<file path="config.mk">
export PLATFORM = sky130hd
export DESIGN_NAME = chain_dma_ctl
export DESIGN_NICKNAME = d
export VERILOG_FILES = /design/src/rtl/chdma_pkg.sv /design/src/rtl/chdma_decode.sv /design/src/rtl/chdma_addr.sv /design/src/rtl/chdma_pause.sv /design/src/rtl/chain_dma_ctl.sv
export SDC_FILE = /design/constraint.sdc
export NUM_CORES = 1
export LEC_CHECK = 0
export BUFFER_PORTS_ARGS = -buffer_cell sky130_fd_sc_hd__buf_2
export CAP_MARGIN = 20
export CORE_MARGIN = 3
export CORE_UTILIZATION = 49
export CTS_CLUSTER_DIAMETER = 100
export DETAILED_ROUTE_END_ITERATION = 16
export GPL_TIMING_DRIVEN = 0
export HOLD_SLACK_MARGIN = 0.1
export PLACE_DENSITY_LB_ADDON = 0.3
export SLEW_MARGIN = 20
export SYNTH_ARGS = -nofsm -noshare
export SYNTH_HDL_FRONTEND = slang
export SYNTH_SLANG_ARGS = --single-unit
</file>
<file path="constraint.sdc">
create_clock -name clk -period 5.7 [get_ports clk]
set_clock_uncertainty 0.15 [all_clocks]
set_input_delay 0.855 -clock clk [delete_from_list [all_inputs] [get_ports clk]]
set_output_delay 0.855 -clock clk [all_outputs]
set_load 0.02 [all_outputs]
</file>
<file path="src/rtl/chdma_pkg.sv">
package chdma_pkg;

    localparam int WORD_W     = 32;
    localparam int DESC_WORDS = 4;

    // status codes seen at the port
    typedef enum logic [1:0] {
        ST_IDLE   = 2'd0,
        ST_ACTIVE = 2'd1,
        ST_DONE   = 2'd2,
        ST_ERROR  = 2'd3
    } stat_e;

    typedef enum logic [2:0] {
        F_IDLE, F_RUN, F_FETCH, F_DONE, F_ERR
    } fsm_e;

    // control word layout, msb first
    typedef struct packed {
        logic [2:0]  dev;       // 31:29
        logic        prio;      // 28
        logic        two_dim;   // 27
        logic [1:0]  opsize;    // 26:25
        logic        irq_en;    // 24
        logic        req_en;    // 23
        logic        chain_en;  // 22
        logic [4:0]  dest;      // 21:17
        logic [1:0]  blk;       // 16:15
        logic [14:0] ptr;       // 14:0
    } ctrl_t;

    localparam logic [2:0] SEL_INDEX = 3'd0;
    localparam logic [2:0] SEL_XW    = 3'd1;
    localparam logic [2:0] SEL_YW    = 3'd2;
    localparam logic [2:0] SEL_CTRL  = 3'd3;
    localparam logic [2:0] SEL_PSET  = 3'd4;
    localparam logic [2:0] SEL_PCLR  = 3'd5;

    function automatic logic dev_is_reserved(input logic [2:0] d);
        return (d == 3'b011) || (d == 3'b111);
    endfunction

    // state a channel enters once a control word takes effect
    function automatic fsm_e launch_state(input logic [WORD_W-1:0] w);
        ctrl_t c;
        c = ctrl_t'(w);
        if (dev_is_reserved(c.dev)) return F_ERR;
        if (c.dev == 3'b000)        return F_IDLE;
        return F_RUN;
    endfunction

endpackage

</file>
<file path="src/rtl/chdma_decode.sv">
module chdma_decode
    import chdma_pkg::*;
(
    input  logic [WORD_W-1:0] word,
    output ctrl_t             fields,
    output logic              blk_bad
);
    always_comb begin
        fields  = ctrl_t'(word);
        blk_bad = (fields.blk == 2'd3);
    end
endmodule

</file>
<file path="src/rtl/chdma_addr.sv">
module chdma_addr #(
    parameter int AW      = 32,
    parameter int PTR_W   = 15,
    parameter int BLK_W   = 2,
    parameter int BLK_LSB = 17,
    parameter int IDX_W   = 3
) (
    input  logic [PTR_W-1:0] ptr,
    input  logic [BLK_W-1:0] blk,
    input  logic [IDX_W-1:0] widx,
    output logic [AW-1:0]    addr
);
    localparam int BYTE_SH = 2;

    logic [AW-1:0] blk_part, ptr_part, off_part;

    always_comb begin
        blk_part = AW'(blk)  << BLK_LSB;
        ptr_part = AW'(ptr)  << BYTE_SH;
        off_part = AW'(widx) << BYTE_SH;
        addr     = (blk_part | ptr_part) + off_part;
    end
endmodule

</file>
<file path="src/rtl/chdma_pause.sv">
module chdma_pause (
    input  logic clk,
    input  logic rst,
    input  logic set_req,
    input  logic clr_req,
    output logic paused
);
    always_ff @(posedge clk) begin
        if (rst)          paused <= 1'b0;
        else if (set_req) paused <= 1'b1;
        else if (clr_req) paused <= 1'b0;
    end


    pause_set_chk: assert property (@(posedge clk) disable iff (rst)
        set_req |=> paused);

    pause_clr_chk: assert property (@(posedge clk) disable iff (rst)
        (clr_req && !set_req) |=> !paused);
endmodule

</file>
<file path="src/rtl/chain_dma_ctl.sv">
module chain_dma_ctl
    import chdma_pkg::*;
#(
    parameter int AW      = 32,
    parameter int BLK_LSB = 17
) (
    input  logic          clk,
    input  logic          rst,
    input  logic          reg_we,
    input  logic [2:0]    reg_sel,
    input  logic [31:0]   reg_wdata,
    input  logic          xfer_done,
    output logic          mem_rd,
    output logic [AW-1:0] mem_addr,
    input  logic [31:0]   mem_rdata,
    output logic [1:0]    status,
    output logic          chan_run,
    output logic          paused,
    output logic          irq,
    output logic [4:0]    dest_chan,
    output logic [31:0]   cur_index,
    output logic [31:0]   cur_xword,
    output logic [31:0]   cur_yword,
    output logic [31:0]   cur_ctrl
);
    localparam int CNT_W = $clog2(DESC_WORDS + 1);

    fsm_e                  fsm_q;
    logic [WORD_W-1:0]     desc_q [DESC_WORDS];
    logic [CNT_W-1:0]      issue_cnt;
    logic                  data_pend;
    logic [CNT_W-1:0]      cap_w;
    ctrl_t                 cur;
    logic                  cur_blk_bad;
    logic                  desc_wr_ok, pset, pclr, done_ok;

    chdma_decode u_dec (
        .word    (desc_q[3]),
        .fields  (cur),
        .blk_bad (cur_blk_bad)
    );

    chdma_addr #(.AW(AW), .BLK_LSB(BLK_LSB), .IDX_W(CNT_W)) u_addr (
        .ptr  (cur.ptr),
        .blk  (cur.blk),
        .widx (issue_cnt),
        .addr (mem_addr)
    );

    assign pset = reg_we && (reg_sel == SEL_PSET);
    assign pclr = reg_we && (reg_sel == SEL_PCLR);

    chdma_pause u_pause (
        .clk     (clk),
        .rst     (rst),
        .set_req (pset),
        .clr_req (pclr),
        .paused  (paused)
    );

    always_comb begin
        chan_run   = (fsm_q == F_RUN) && !paused;
        done_ok    = chan_run && xfer_done;
        desc_wr_ok = reg_we && (reg_sel <= SEL_CTRL) &&
                     (fsm_q != F_FETCH) && !chan_run;
        mem_rd     = (fsm_q == F_FETCH) && (issue_cnt < CNT_W'(DESC_WORDS));
        cap_w      = issue_cnt - CNT_W'(1);
        unique case (fsm_q)
            F_DONE:  status = ST_DONE;
            F_ERR:   status = ST_ERROR;
            F_IDLE:  status = ST_IDLE;
            default: status = ST_ACTIVE;
        endcase
    end

    always_ff @(posedge clk) begin
        if (rst) begin
            fsm_q     <= F_IDLE;
            issue_cnt <= '0;
            data_pend <= 1'b0;
            irq       <= 1'b0;
            for (int i = 0; i < DESC_WORDS; i++) desc_q[i] <= '0;
        end else begin
            irq <= 1'b0;
            if (fsm_q == F_FETCH) begin
                if (mem_rd) issue_cnt <= issue_cnt + CNT_W'(1);
                data_pend <= mem_rd;
                if (data_pend) begin
                    desc_q[cap_w[1:0]] <= mem_rdata;
                    if (cap_w == CNT_W'(DESC_WORDS - 1))
                        fsm_q <= launch_state(mem_rdata);
                end
            end else if (done_ok) begin
                irq <= cur.irq_en;
                if (!cur.chain_en)   fsm_q <= F_DONE;
                else if (cur_blk_bad) fsm_q <= F_ERR;
                else begin
                    fsm_q     <= F_FETCH;
                    issue_cnt <= '0;
                    data_pend <= 1'b0;
                end
            end else if (desc_wr_ok) begin
                desc_q[reg_sel[1:0]] <= reg_wdata;
                if (reg_sel == SEL_CTRL && fsm_q != F_RUN)
                    fsm_q <= launch_state(reg_wdata);
            end
        end
    end

    assign cur_index = desc_q[0];
    assign cur_xword = desc_q[1];
    assign cur_yword = desc_q[2];
    assign cur_ctrl  = desc_q[3];
    assign dest_chan = cur.dest;


    fetch_consecutive_chk: assert property (@(posedge clk) disable iff (rst)
        (mem_rd && $past(mem_rd)) |-> (mem_addr == $past(mem_addr) + AW'(4)));

    no_read_on_error_chk: assert property (@(posedge clk) disable iff (rst)
        (status == ST_ERROR) |-> !mem_rd);

    irq_single_chk: assert property (@(posedge clk) disable iff (rst)
        irq |=> !irq);

    plain_done_chk: assert property (@(posedge clk) disable iff (rst)
        (chan_run && xfer_done && !cur.chain_en) |=> (status == ST_DONE && !chan_run));

    paused_holds_chk: assert property (@(posedge clk) disable iff (rst)
        (paused && fsm_q == F_RUN && !pclr) |=> (status == ST_ACTIVE && !chan_run));
endmodule

</file>
* Word level (Yosys, flattened, before mapping)
Memories as Yosys holds them, arrays and structs flattened. Index checks and enable logic that the tools add are counted.
Storage, ports and cells: bits in registers 9, bits in writable memories 128, input port bits 71, word-level logic and storage cells 128, memories 1
Memories:
- desc_q | depth 4, width 32, read ports 4, clocked after memory_dff 0, wr ports 4, line chain_dma_ctl.sv:29 | logic [WORD_W-1:0] desc_q [DESC_WORDS];
Operators by class: $add $sub $neg 3, order comparisons 2, equality and inequality tests 19, multiplexer cells 69, bitwise gates (word level) 2, reduce and logical (&&, ||, !) cells 27
Operators with widths (count):
- 32-bit two-way mux | 2
- 32-bit OR reduction | 2
- 3-bit two-way mux | 21
- 1-bit two-way mux | 43
- 19-bit by 5-bit adder with 20-bit output | 1
- 19-bit by 17-bit OR with 19-bit output | 1
- 3-bit by 2-bit equality test with 1-bit output (second input constant) | 6
- 3-bit equality test (second input constant) | 5
- 1-bit logical AND | 9
- 3-bit zero test | 3
- 4-bit AND reduction | 2
- 2-bit case mux with 3 select lines | 1
- 2-bit nonzero test | 3
- 3-bit nonzero test | 2
- 2-bit two-way mux | 2
- 2-bit by 1-bit != test with 1-bit output (second input constant) | 2
- 2-bit != test (second input constant) | 2
- 3-bit by 1-bit adder with 3-bit output (second input constant) | 1
- 3-bit by 1-bit equality test with 1-bit output (second input constant) | 1
- 3-bit by 2-bit less-or-equal comparator with 1-bit output (second input constant) | 1
- 3-bit < comparator (second input constant) | 1
- 3-bit by 1-bit != test with 1-bit output (second input constant) | 1
- 3-bit by 2-bit != test with 1-bit output (second input constant) | 1
- 3-bit AND reduction | 1
- other kinds (6) | 8

* Longest topological paths before layout
Gate-level depths: netlist (run 1).
word-level depth 20, mapped depth 8, gate-level depth less buffers 8

* Cells and area by module
Synthesis (run 1) repeated with hierarchy kept, for this count alone.
Second synthesis, totals: cells, all modules 510, area, all modules 6796.5 um^2
Modules (own cells, without submodules):
- chain_dma_ctl | instances 1, cells each 405, area each 6005.8 um^2, sequential area each 4003.8 um^2
- chdma_addr | instances 1, cells each 68, area each 505.5 um^2, sequential area each 0.0 um^2
- chdma_decode | instances 1, cells each 33, area each 246.5 um^2, sequential area each 0.0 um^2
- chdma_pause | instances 1, cells each 4, area each 38.8 um^2, sequential area each 20.0 um^2

* Worst setup path before layout (run 1)
No wires, ideal clock.
path type input -> register, start point input port reg_sel[2], end point memory desc_q[3][0] (enable), setup time 474 ps, data arrival time 3947 ps, data required time 5076 ps, setup slack 1129 ps, stages 5, buffers on the path 1, path through and2b_1 inv_1 nor3_2 clkbuf_1 a221oi_1
RTL lines:
- start: declaration | line chain_dma_ctl.sv:10 | input logic [2:0] reg_sel,
- end: declaration | line chain_dma_ctl.sv:29

* Worst setup path in the final report (run 1)
start point register issue_cnt[0], end point output port mem_addr[18]
On the way: cells in the longest elaborated chain, start to end 1
Ends and longest elaborated chain:
- start: declaration | line chain_dma_ctl.sv:30 | logic [CNT_W-1:0] issue_cnt;
- start signal: assignment | line chain_dma_ctl.sv:86 | if (mem_rd) issue_cnt <= issue_cnt + CNT_W'(1);
- 19-bit by 5-bit adder with 20-bit output | line chdma_addr.sv:21 | addr = (blk_part | ptr_part) + off_part;
- end: declaration | line chain_dma_ctl.sv:14 | output logic [AW-1:0] mem_addr,
No other way between the ends.

==> results of run 1 <==
-- cell type report --
type / count / area, µm²
fill: 897 / 3670
clock inverter: 12 / 86.3
buffer: 39 / 250
clock buffer: 18 / 429
inverter: 45 / 169
multi-input combinational: 275 / 1640
timing repair buffer: 231 / 1210
tap: 143 / 179
sequential: 137 / 4020
-- tightest hold or removal path, delay by kind of cell, from the launching register on --
kind	cells	cell delay, ns
flops	1	0.33
simple gates	1	0.07
compound gates	1	0.06
-- Yosys cell counts, types with 4 or more instances --
cell type  count
edfxtp_1     128
nor2_1        81
inv_1         45
a22oi_1       34
nor2_2        29
buf_4         20
nand2_1       18
clkbuf_1      11
nand3_1       11
a21oi_1       10
dfxtp_1        9
o21ai_0        9
xor2_1         9
ha_1           6
xnor2_1        6
buf_2          5
nor3_1         4
-- state kept, by name, summed over array words and instances, names as in the netlist --
name            flops
data_pend           1
desc_q            128
fsm_q               3
irq                 1
issue_cnt           3
u_pause.paused      1
-- per-layer routing --
layer,vias up,GRT usage,part of all wire
met5,-,0,0
li1,2196,-,-
met1,2360,0.300,0.37
met2,273,0.431,0.53
met4,0,0.0925,0.018
met3,28,0.0720,0.079
-- stage by stage --
stage | util | worst slack (ns) | instances
after global placement | 0.631 | -0.701 | 866
final | 0.685 | 1.80 | 900
after CTS | 0.685 | 1.77 | 900
after floorplan | - | 1.13 | 496
after detailed placement | 0.641 | 1.88 | 870
after global routing | 0.685 | 1.57 | 900
-- final timing paths --
check | endpoint | slack [ns] | cells past startpoint
max reg2reg | desc_q[1][30] | 2.49 | 7
max | mem_addr[18] | 1.80 | 9
min | data_pend | 0.36 | 2
min reg2reg | data_pend | 0.36 | 2
-- report_power, final --
| group | switching [µW] | internal (µW) | leakage (µW) |
|---|---|---|---|
| Combinational | 259 | 130 | 0.00200 |
| Sequential | 32.2 | 1160 | 0.00138 |
| Clock | 396 | 583 | 0.000246 |
-- kinds of logic after synthesis --
group	Yosys count	synth area share
AND/OR/NAND/NOR	170	0.139
flip-flops	137	0.672
buffers and inverters	84	0.0699
AO/OA/AOI/OAI	69	0.0806
XOR/XNOR	15	0.0219
adder cells (fa/ha/maj)	7	0.0159
other	1	0.000626
==> metrics.txt, run 1 <==
worst-skew pair later-pin latency=0.41 ns; most common cell after layout, fill and taps aside=buf_2; Yosys warning total=0; Num CTS Buffers=17; cell count after synthesis=483; crit path max-delay cell type=or3_1; total gr overflow=0; synthesized area=5990 µm²; power per cell area=321 nW/µm²; DRC Markers=0; full die area=13600 µm²; largest net degree at the start of global routing=33; Post-CTS Hold Fix Bufs=0; # port buffers=227; post-route minimum period=3.90 ns; hold crit path type=flop to flop; critical path arrival=2.90 ns; vias in the first global route=4812; worst hold slack=0.357 ns; overall power=2560 µW; row cnt=39; LEAKAGE=0.00363 µW; Initial Utilization=0.514; reg2reg start=fsm_q[1]; Vias=4857; final worst-path cycle share=0.685; Worst VDD drop=0.207 mV; Syn Area/Cell=12.4 µm²; wire length per cell=18.9 µm; worst-path fanout max=6; first-pass GRT wire length=25.3 mm; CP Launch Point=issue_cnt[0]; initial antenna violation count=0; hold path startpoint=data_pend; setup TNS=0 ns; area leader, netlist=edfxtp_1; Synth-to-Final Area Change=33.3%; global-route usage over all layers=0.250; Synth top area share=0.641; NumNets Final=824; Crit Path Class=flop to output port; Final HPWL DP=12.4 mm; sequential-to-total area share from yosys stat=0.672; post-CTS sizing=0; RSZ-0062 raised after global routing=false; Least-Margin Pin Slew=0.867 ns; Required @ worst endpoint=4.70 ns; Bufs and invs on worst path=3; synth top area cells=edfxtp_1 64%, nor2_1 5.1%, a22oi_1 4.3%, nor2_2 3.0%, dfxtp_1 3.0%; clock tree from TritonCTS=done; fraction of layout cells with a size suffix above 1=0.423; Seq cells post-synth=137; max-slew violations=0; Die Wd=117 µm; DIE HEIGHT=117 µm; Netlist cell types=50; Pre-antenna DRT Iters=5; # Post-CTS Setup Buffers=0; DR vias/cell=5.40; asr flop ratio synth=0; core area=11700 µm²; Final Hold Viols=0; status=complete, no violations; Final ANT Viol Nets=0; commonest non-fill, non-tap cells in the layout=232 x buf_2, 128 x edfxtp_1, 81 x nor2_1; cells along the critical path=ha_1, inv_1, fa_1, inv_1, a21oi_1, or3_1, nor3_1, xor2_1, buf_2; CP max stage delay=0.49 ns; H-tree Lvls=4; Worst-path clk slew=0.06 ns; clk sinks=137; clk buf depth=2; Post-synth top flop=edfxtp_1; antenna cell count=0; GP Congestion=0.851; Max Cap Viol=0; count of flip-flops with a built-in enable after synthesis=128; total routed wirelength=17.0 mm; total I/O pin count=242; Worst slew margin=0.420; crit-path leading delay family=simple AND/OR/NAND/NOR gates; Iter 0 DRT Violations=532; Root Buffer=clkbuf_16; crit path launch type=flop; max frequency=256 MHz; Placed Area=7470 µm²; Setup crit end kind=output port; Setup Viol. Count Final=0; cell mode on critical path=inv_1; Final Cell Area=7990 µm²
Power figures use the tool's default switching activity.
==> inputs of run 2 (changes only) <==
Settings changed: CORE_UTILIZATION 49 to 44.
Clock period 5.7 ns to 3.5 ns, I/O delays scaled along.
==> run 2 against run 1 <==
  * Sequential power up 63%
  * Sequential share of layout area down 1.1 points
  * Clock power up 80%
==> metrics.txt, run 2 (synthesized netlist as in run 1, its figures left out) <==
status=complete, no violations (unchanged); full die area=15100 µm² (was 13600 µm²); initial antenna violation count=0 (unchanged); R2R depth=8 (was 7); H-tree Lvls=4 (unchanged); crit path launch type=flop (unchanged); total gr overflow=0 (unchanged); Placement Setup Slack=0.0688 ns (was 1.88 ns); setup TNS=0 ns (unchanged); setup ws final=0.186 ns (was 1.80 ns); Final ANT Viol Nets=0 (unchanged); Synth-to-Final Area Change=36.2% (was 33.3%); Worst VDD drop=0.338 mV (was 0.207 mV); core area=13300 µm² (was 11700 µm²); final worst-path cycle share=0.947; Num CTS Buffers=17 (unchanged); hold crit path type=input pin to flop (was flop to flop); fraction of layout cells with a size suffix above 1=0.438 (was 0.423); Required @ worst endpoint=2.82 ns (was 4.70 ns); most common cell after layout, fill and taps aside=buf_2 (unchanged); largest registers=desc_q x128, fsm_q x3, issue_cnt x3 (unchanged); clk sinks=137 (unchanged); commonest non-fill, non-tap cells in the layout=232 x buf_2, 128 x edfxtp_1, 81 x nor2_1 (unchanged); LEAKAGE=0.00370 µW (was 0.00363 µW); # port buffers=227 (unchanged); wire length per cell=18.0 µm (was 18.9 µm); Least-Margin Pin Slew=0.748 ns (was 0.867 ns); DRC Markers=0 (unchanged); Filler Cell Count=1104 (was 897); Final HPWL DP=12.3 mm (was 12.4 mm); Vias=4744 (was 4857); Worst slew margin=0.501 (was 0.420); max-slew violations=0 (unchanged); Final Hold Viols=0 (unchanged); power per cell area=532 nW/µm² (was 321 nW/µm²); Bufs and invs on worst path=3 (unchanged); DIE HEIGHT=123 µm (was 117 µm); clock tree from TritonCTS=done (unchanged); Setup crit end kind=output port (unchanged); GP Congestion=0.928 (was 0.851); first-pass GRT wire length=24.8 mm (was 25.3 mm); Setup Viol. Count Final=0 (unchanged); crit path max-delay cell type=or3_4 (was or3_1); Post-Layout Cell Count=937 (was 900); sequential cell area=4030 µm² (was 4020 µm²); RR Endpoint=desc_q[0][17] (was desc_q[1][30]); worst-path fanout max=6 (unchanged); Iter 0 DRT Violations=384 (was 532); CP max stage delay=0.42 ns (was 0.49 ns); total routed wirelength=16.8 mm (was 17.0 mm); Die Wd=123 µm (was 117 µm); Hold EP=u_pause.paused (was data_pend); RSZ-0062 raised after global routing=false (unchanged); row cnt=42 (was 39); number of flip-flops in the largest register=128 (unchanged); critical path arrival=2.64 ns (was 2.90 ns); DR vias/cell=5.06 (was 5.40); worst-skew pair later-pin latency=0.41 ns (about the same); vias in the first global route=4633 (was 4812); post-route minimum period=3.31 ns; Crit Path Class=flop to output port (unchanged); reg2reg start=fsm_q[0] (was fsm_q[1]); # Post-CTS Setup Buffers=0 (unchanged); Post-CTS Hold Fix Bufs=0 (unchanged); hold path startpoint=reg_sel[0] (was data_pend); NumNets Final=826 (was 824); max frequency=302 MHz; largest net degree at the start of global routing=19 (was 33); crit-path leading delay family=simple AND/OR/NAND/NOR gates (unchanged); total I/O pin count=242 (unchanged); clk buf depth=2 (unchanged); WHS Path Cells=2 (unchanged); Root Buffer=clkbuf_16 (unchanged); cell mode on critical path=inv_1 (unchanged); Biggest register=desc_q (unchanged); Initial Utilization=0.451 (was 0.514); FF-to-FF setup slack=0.34 ns (was 2.49 ns); overall power=4340 µW (was 2560 µW); Multi-input gate area=1650 µm² (was 1640 µm²); antenna cell count=0 (unchanged); Worst-path clk slew=0.06 ns (about the same); Pre-antenna DRT Iters=5 (unchanged); Max Cap Viol=0 (unchanged); cells along the critical path=ha_1, inv_1, fa_1, inv_1, a21oi_2, or3_4, nor3_2, xor2_1, buf_2 (was ha_1, inv_1, fa_1, inv_1, a21oi_1, or3_1, nor3_1, xor2_1, buf_2); placed cell count=905 (was 870); global-route usage over all layers=0.221 (was 0.250)
-- run 2: cell count changes in the layout (fill, tap and decap cells not counted), sizes merged --
cell and delta:
clkbuf +3, clkinv -2, inv +1, bufinv +1
clkinvlp -1, buf +2
-- run 2: worst max-delay path by stage --
stage	startpoint	to	cells past startpoint
2_1_floorplan	fsm_q[0]	desc_q[2][0]	4
3_3_place_gp	rst	desc_q[2][12]	4
3_5_place_dp	reg_sel[2]	desc_q[1][18]	8
4_1_cts	issue_cnt[0]	mem_addr[18]	9
5_1_grt	issue_cnt[0]	mem_addr[18]	9
6_report	issue_cnt[0]	mem_addr[18]	9
-- run 2: per-layer routing --
layer	wire length, µm	share of wire	global-route usage
met3	1370	0.081	0.0590
met1	6550	0.39	0.264
met5	0	0	0
met2	8580	0.51	0.378
met4	322	0.019	0.0931
-- run 2: layout make-up --
type | instances | share of cell area
inverter | 45 | 0.0207
clock buffer | 21 | 0.0564
tap | 176 | 0.0270
buffer | 39 | 0.0307
sequential | 137 | 0.493
clock inverter | 11 | 0.0150
multi-input combinational | 275 | 0.202
timing repair buffer | 233 | 0.155
-- run 2: where the power goes --
part	internal (µW)	switching, µW
logic	219	418
registers	1890	53.7
clock network	1090	673
-- run 2: per-stage QoR --
stage	hold slack, ns	util	cell area (µm²)
CTS	0.234	0.613	8150
global route	0.270	0.614	8160
finish	0.256	0.614	8160
global placement	0.338	0.557	7400
floorplan	0.317	-	6050
detailed placement	0.348	0.569	7570
-- run 2: timing repair --
item | in CTS | in global routing
hold endpoints to repair | 0 | 0
gates resized for setup | 1 | 3
gates cloned | 0 | 0
setup endpoints to repair | 1 | 1
